$ cat config.mk
export PLATFORM = sky130hd
export DESIGN_NAME = ring_link_node
export DESIGN_NICKNAME = d
export VERILOG_FILES = /design/src/rtl/ring_link_pkg.sv /design/src/rtl/ring_slot.sv /design/src/rtl/ring_op_ctrl.sv /design/src/rtl/ring_link_node.sv
export SDC_FILE = /design/constraint.sdc
export NUM_CORES = 1
export LEC_CHECK = 0
export ABC_AREA = 1
export BUFFER_PORTS_ARGS = -buffer_cell sky130_fd_sc_hd__buf_2
export CORE_MARGIN = 5
export CORE_UTILIZATION = 50
export DETAILED_ROUTE_END_ITERATION = 16
export HOLD_SLACK_MARGIN = 0.08
export PLACE_DENSITY = 0.82
export SYNTH_ARGS = -nofsm -noshare
export SYNTH_HDL_FRONTEND = slang
export SYNTH_SLANG_ARGS = --single-unit
export TNS_END_PERCENT = 5
$ cat constraint.sdc
create_clock -name clk -period 2 [get_ports clk]
set_clock_uncertainty 0.05 [all_clocks]
set_input_delay 0.4 -clock clk [delete_from_list [all_inputs] [get_ports clk]]
set_output_delay 0.4 -clock clk [all_outputs]
set_load 0.01 [all_outputs]
$ cat src/rtl/ring_link_pkg.sv
package ring_link_pkg;

    localparam int OP_W = 2;

    typedef enum logic [OP_W-1:0] {
        OP_IDLE  = 2'd0,
        OP_GET   = 2'd1,
        OP_PUT   = 2'd2,
        OP_SHIFT = 2'd3
    } ring_op_e;

    typedef enum logic {
        SLOT_EMPTY = 1'b0,
        SLOT_FULL  = 1'b1
    } slot_state_e;

endpackage

$ cat src/rtl/ring_slot.sv
module ring_slot
    import ring_link_pkg::*;
#(
    parameter int DATA_W = 32
) (
    input  logic              clk,
    input  logic              rst_n,
    input  logic              fill_i,
    input  logic [DATA_W-1:0] fill_data_i,
    input  logic              drain_i,
    output logic              full_o,
    output logic [DATA_W-1:0] data_o
);

    slot_state_e       state_q;
    slot_state_e       state_d;
    logic [DATA_W-1:0] data_q;

    // next-state decision
    always_comb begin
        state_d = state_q;
        unique case (state_q)
            SLOT_EMPTY: begin
                if (fill_i) state_d = SLOT_FULL;
            end
            SLOT_FULL: begin
                if (drain_i && !fill_i) state_d = SLOT_EMPTY;
            end
            default: state_d = SLOT_EMPTY;
        endcase
    end

    // state register
    always_ff @(posedge clk) begin
        if (!rst_n) state_q <= SLOT_EMPTY;
        else        state_q <= state_d;
    end

    // word storage
    always_ff @(posedge clk) begin
        if (!rst_n)      data_q <= '0;
        else if (fill_i) data_q <= fill_data_i;
    end

    // outputs
    always_comb begin
        full_o = (state_q == SLOT_FULL);
        data_o = data_q;
    end

endmodule

$ cat src/rtl/ring_op_ctrl.sv
module ring_op_ctrl
    import ring_link_pkg::*;
(
    input  ring_op_e op_i,
    input  logic     in_full_i,
    input  logic     up_valid_i,
    input  logic     out_full_i,
    input  logic     dn_full_i,
    output logic     ready_o,
    output logic     take_o,
    output logic     send_o,
    output logic     send_local_o
);

    logic have_word;
    logic out_free;

    always_comb begin
        have_word = in_full_i | up_valid_i;
        out_free  = ~out_full_i | ~dn_full_i;
    end

    always_comb begin
        ready_o      = 1'b0;
        take_o       = 1'b0;
        send_o       = 1'b0;
        send_local_o = 1'b0;
        unique case (op_i)
            OP_IDLE: begin
                ready_o = 1'b0;
            end
            OP_GET: begin
                ready_o = have_word;
                take_o  = have_word;
            end
            OP_PUT: begin
                ready_o      = out_free;
                send_o       = out_free;
                send_local_o = 1'b1;
            end
            OP_SHIFT: begin
                ready_o = have_word & out_free;
                take_o  = have_word & out_free;
                send_o  = have_word & out_free;
            end
            default: ready_o = 1'b0;
        endcase
    end

endmodule

$ cat src/rtl/ring_link_node.sv
module ring_link_node
    import ring_link_pkg::*;
#(
    parameter int DATA_W = 32
) (
    input  logic              clk,
    input  logic              rst_n,
    input  logic [1:0]        op_i,
    input  logic [DATA_W-1:0] wdata_i,
    output logic              ready_o,
    output logic [DATA_W-1:0] rdata_o,
    input  logic [DATA_W-1:0] up_data_i,
    input  logic              up_valid_i,
    output logic              up_full_o,
    output logic [DATA_W-1:0] dn_data_o,
    output logic              dn_valid_o,
    input  logic              dn_full_i
);

    ring_op_e          op;
    logic              in_full;
    logic [DATA_W-1:0] in_data;
    logic              out_full;
    logic [DATA_W-1:0] out_data;
    logic              take;
    logic              send;
    logic              send_local;
    logic              ready;
    logic [DATA_W-1:0] rd_word;
    logic              in_fill;
    logic              in_drain;
    logic              out_drain;
    logic [DATA_W-1:0] out_word;

    assign op = ring_op_e'(op_i);

    ring_op_ctrl u_ctrl (
        .op_i         (op),
        .in_full_i    (in_full),
        .up_valid_i   (up_valid_i),
        .out_full_i   (out_full),
        .dn_full_i    (dn_full_i),
        .ready_o      (ready),
        .take_o       (take),
        .send_o       (send),
        .send_local_o (send_local)
    );

    always_comb begin
        rd_word   = in_full ? in_data : up_data_i;
        in_fill   = up_valid_i & ~in_full & ~take;
        in_drain  = take & in_full;
        out_drain = out_full & ~dn_full_i;
        out_word  = send_local ? wdata_i : rd_word;
    end

    ring_slot #(.DATA_W(DATA_W)) u_rx (
        .clk         (clk),
        .rst_n       (rst_n),
        .fill_i      (in_fill),
        .fill_data_i (up_data_i),
        .drain_i     (in_drain),
        .full_o      (in_full),
        .data_o      (in_data)
    );

    ring_slot #(.DATA_W(DATA_W)) u_tx (
        .clk         (clk),
        .rst_n       (rst_n),
        .fill_i      (send),
        .fill_data_i (out_word),
        .drain_i     (out_drain),
        .full_o      (out_full),
        .data_o      (out_data)
    );

    always_comb begin
        ready_o    = ready;
        rdata_o    = rd_word;
        up_full_o  = in_full;
        dn_data_o  = out_data;
        dn_valid_o = out_full;
    end

endmodule

==> summary.md <==
| Metric | Value |
|---|---|
| Outcome | `complete, no violations` |
| Top area cells in the synthesized netlist | `dfxtp_1 37%, nand2_1 24%, nor2_1 10%` |
| RSZ-0062 raised after global routing | `false` |
| Final setup viols | `0` |
| Crit-path max cell delay | `roughly 0.38 ns` |
| Storage element area | `1320 µm²` |
| Pwr Density | `778 nW/µm²` |
| Yosys warns | `0` |
| Die Wd | `approximately 94 µm` |
| Die Area | `around 8900 µm²` |
| Flop-to-flop setup slack | `about 0.52 ns` |
| Max Clock Freq | `just over 0.5 GHz` |
| Synth Area per Inst | `approximately 6 µm²` |
| CTS Root Cell | `clkbuf_8` |
| WL final | `10100 µm` |
| Area leader, netlist | `dfxtp_1` |
| Per-cell routed wire length | `between 10 and 15 µm` |
| Reg2Reg Capture Point | `u_tx.data_o[20]` |
| Worst reg2reg path startpoint | `u_rx.full_o` |
| Overflow after GRT | `0` |
| Worst path buffer plus inverter count | `2` |
| Placed instance area | `between 4000 and 5000 µm²` |
| Gpl congestion | `0.927` |
| Die Y | `~94 µm` |
| Worst path arrival time | `roughly 1.5 ns` |
| Multi-input gate area | `1760 µm²` |
| CP Depth | `3` |
| Skew-Pair Late Insertion Delay | `0.34 ns` |
| Final worst setup slack | `between 0.07 and 0.08 ns` |
| Fillers | `approximately 660` |
| Number of remaining DRC errors | `0` |
| Area fraction in compound gates after synthesis | `0.0938` |
| Total CTS buffers | `9` |
| Adder-Cell Fraction of Synth Area | `0` |
| CTS tree | `built` |
| Peak supply drop | `460 µV` |
| Syn_nets | `slightly below 700` |
| Iter 0 DRT Violations | `248` |
| Tot GR Track Use | `0.235` |
| DR vias | `slightly below 4000` |
| Hold depth | `3` |
| Worst setup path class | `flip-flop to output pin` |
| Worst Path Max Fanout | `24` |
| Initial antenna violation count | `0` |
| Initial Util | `0.517` |
| Flop and latch count out of synthesis | `66` |
| Hold Path Class | `primary input to flip-flop` |
| Global-route wire length before repair | `between 15000 and 20000 µm` |
| Delay-heaviest family, CP | `buffers and inverters` |
| P_leak | `about 2.5 nW` |
| Top-Level Pins | `between 100 and 150` |
| CP max stage cell | `o21ai_0` |
| Crit share post-route | `0.962` |
| Via density | `~4.8` |
| Power Total | `approximately 3.5 mW` |
| Largest net degree at the start of global routing | `67` |
| Crit. Startpoint | `u_rx.full_o` |
| Syn Std Cell Area | `roughly 3500 µm²` |
| CP required | `1.55 ns` |
| Top-area cell type share of the netlist area | `0.372` |
| Mux cell area share after synthesis | `0` |
| Hold-critical path endpoint | `u_tx.full_o` |
| Endpoint class of the critical path | `output pin` |
| H-tree levels | `3` |
| Setup TNS | `0 ns` |
| P&R area growth vs syn | `27.5%` |
| Final #Nets | `roughly 800` |
| Synthesized instance count | `~600` |
| IO buf count | `136` |
| Final min period | `around 1.9 ns` |
| Reg clk slew, reported paths | `~0.07 ns` |
| Startpoint class of the critical path | `flip-flop` |
| Combinational family with the most area after synthesis | `simple AND/OR/NAND/NOR gates` |
| Final HPWL DP | `7290 µm` |
| Diodes inserted | `0` |
| Vias in the first global route | `3593` |
| Core ar. | `about 6900 µm²` |
| Relative slew slack | `0.725` |
| Cells along the critical path | `buf_4, o21ai_0, buf_2` |
| Post-route cell area | `approximately 4500 µm²` |
| First-pass DRT Iterations | `5` |
| Share of post-route cells with drive strength above 1 | `0.237` |
| Row cnt | `30` |
| Synth Area in Simple Gates | `0.400` |
| Post-route ant nets | `0` |
| Max_cap viols | `0` |
| Hold Startpoint | `dn_full_i` |
| Post-synthesis xor/xnor area fraction | `0` |
| Final Max Tran Viols | `0` |
| Worst Reg2Reg Path Length in Cells | `8` |
| Clock buffer depth | `2` |
| Slew @ Worst Pin | `0.408 ns` |
| Pre-CTS setup slack | `between 0.3 and 0.4 ns` |
| Final Hold Fails | `0` |
| Seq/Total Area, Yosys | `0.372` |
| Post-synth cell types | `15` |
| Clock sink count | `between 60 and 70` |
==> synthesized netlist by cell type <==
cell type    n
nand2_1    229
nor2_1      98
inv_1       68
dfxtp_1     66
nand3_1     34
o21ai_0     33
a21oi_1     32
clkbuf_1    17
buf_2       13
buf_4        7
buf_6        3
nor2_2       2
a21boi_1     1
inv_2        1
nor2_4       1
==> registers in the layout (all words and copies together), names as in the netlist <==
| register | count |
|---|---|
| u_rx.data_o | 32 |
| u_rx.full_o | 1 |
| u_tx.data_o | 32 |
| u_tx.full_o | 1 |
==> stage by stage <==
step / utilization / hold slack [ns] / instances
2_1_floorplan: - / 0.401 / 605
3_3_place_gp: 0.629 / 0.410 / 814
3_5_place_dp: 0.629 / 0.419 / 814
4_1_cts: 0.659 / 0.285 / 829
5_1_grt: 0.659 / 0.298 / 829
6_report: 0.659 / 0.299 / 829
==> worst register-to-register path, stage by stage, from the launching register on <==
cell,delay (ns)
dfxtp_2,0.34
buf_4,0.18
nor2_2,0.13
nand2_1,0.07
nand2_2,0.11
buf_12,0.26
nand2_1,0.10
nand2_1,0.08
nor2_1,0.05
==> placed cells by master, fill, tap and decap left out <==
| cell | instances |
|---|---|
| dfxtp_2 | 1 |
| a21oi_1 | 32 |
| nand3_2 | 1 |
| inv_1 | 68 |
| o21ai_0 | 31 |
| o21ai_1 | 2 |
| nor2_4 | 1 |
| dfxtp_1 | 65 |
| buf_2 | 136 |
| buf_12 | 4 |
| clkbuf_8 | 12 |
| nor2_2 | 2 |
| inv_2 | 1 |
| clkbuf_1 | 1 |
| nor2_1 | 98 |
| clkinv_2 | 1 |
| buf_4 | 13 |
| nand3_1 | 33 |
| bufinv_16 | 1 |
| a21boi_1 | 1 |
| nand2_1 | 228 |
| nand2_2 | 1 |
==> cell type report <==
class | count | share of cell area
Timing Repair Buffer | 153 | 0.190
Sequential cell | 66 | 0.292
Inverter | 69 | 0.0572
Clock buffer | 13 | 0.0373
Clock inverter | 2 | 0.00774
Tap cell | 96 | 0.0265
Multi-Input combinational cell | 430 | 0.389
==> what timing repair did <==
action	4_1_cts	5_1_grt
resized for setup	0	2
hold buffers	0	0
buffers inserted	0	0
endpoints found under the setup margin	0	2
==> kinds of logic after synthesis <==
group | count (synthesis)
and+or+nand+nor | 364
DFF | 66
AOI/OAI and AO/OA | 66
buffers and inverters | 109
==> report_power, final <==
group | internal (mW) | switching (mW)
clock | 0.670 | 0.483
combinational | 0.346 | 0.526
sequential | 1.43 | 0.0596
total | 2.45 | 1.07
==> worst max-delay path by stage <==
stage | endpoint | slack (ns)
after detailed placement | rdata_o[24] | 0.38
final | rdata_o[21] | 0.08
after global placement | rdata_o[24] | 0.39
after global routing | rdata_o[21] | 0.01
after CTS | rdata_o[24] | 0.01
after floorplan | ready_o | 0.35
==> layer usage <==
| layer | wire, µm | track usage |
|---|---|---|
| met5 | 0 | 0 |
| met3 | 682 | 0.0441 |
| met2 | 4760 | 0.369 |
| met4 | 192 | 0.0951 |
| met1 | 4500 | 0.317 |
No activity file was read; power rests on OpenSTA's default activity.
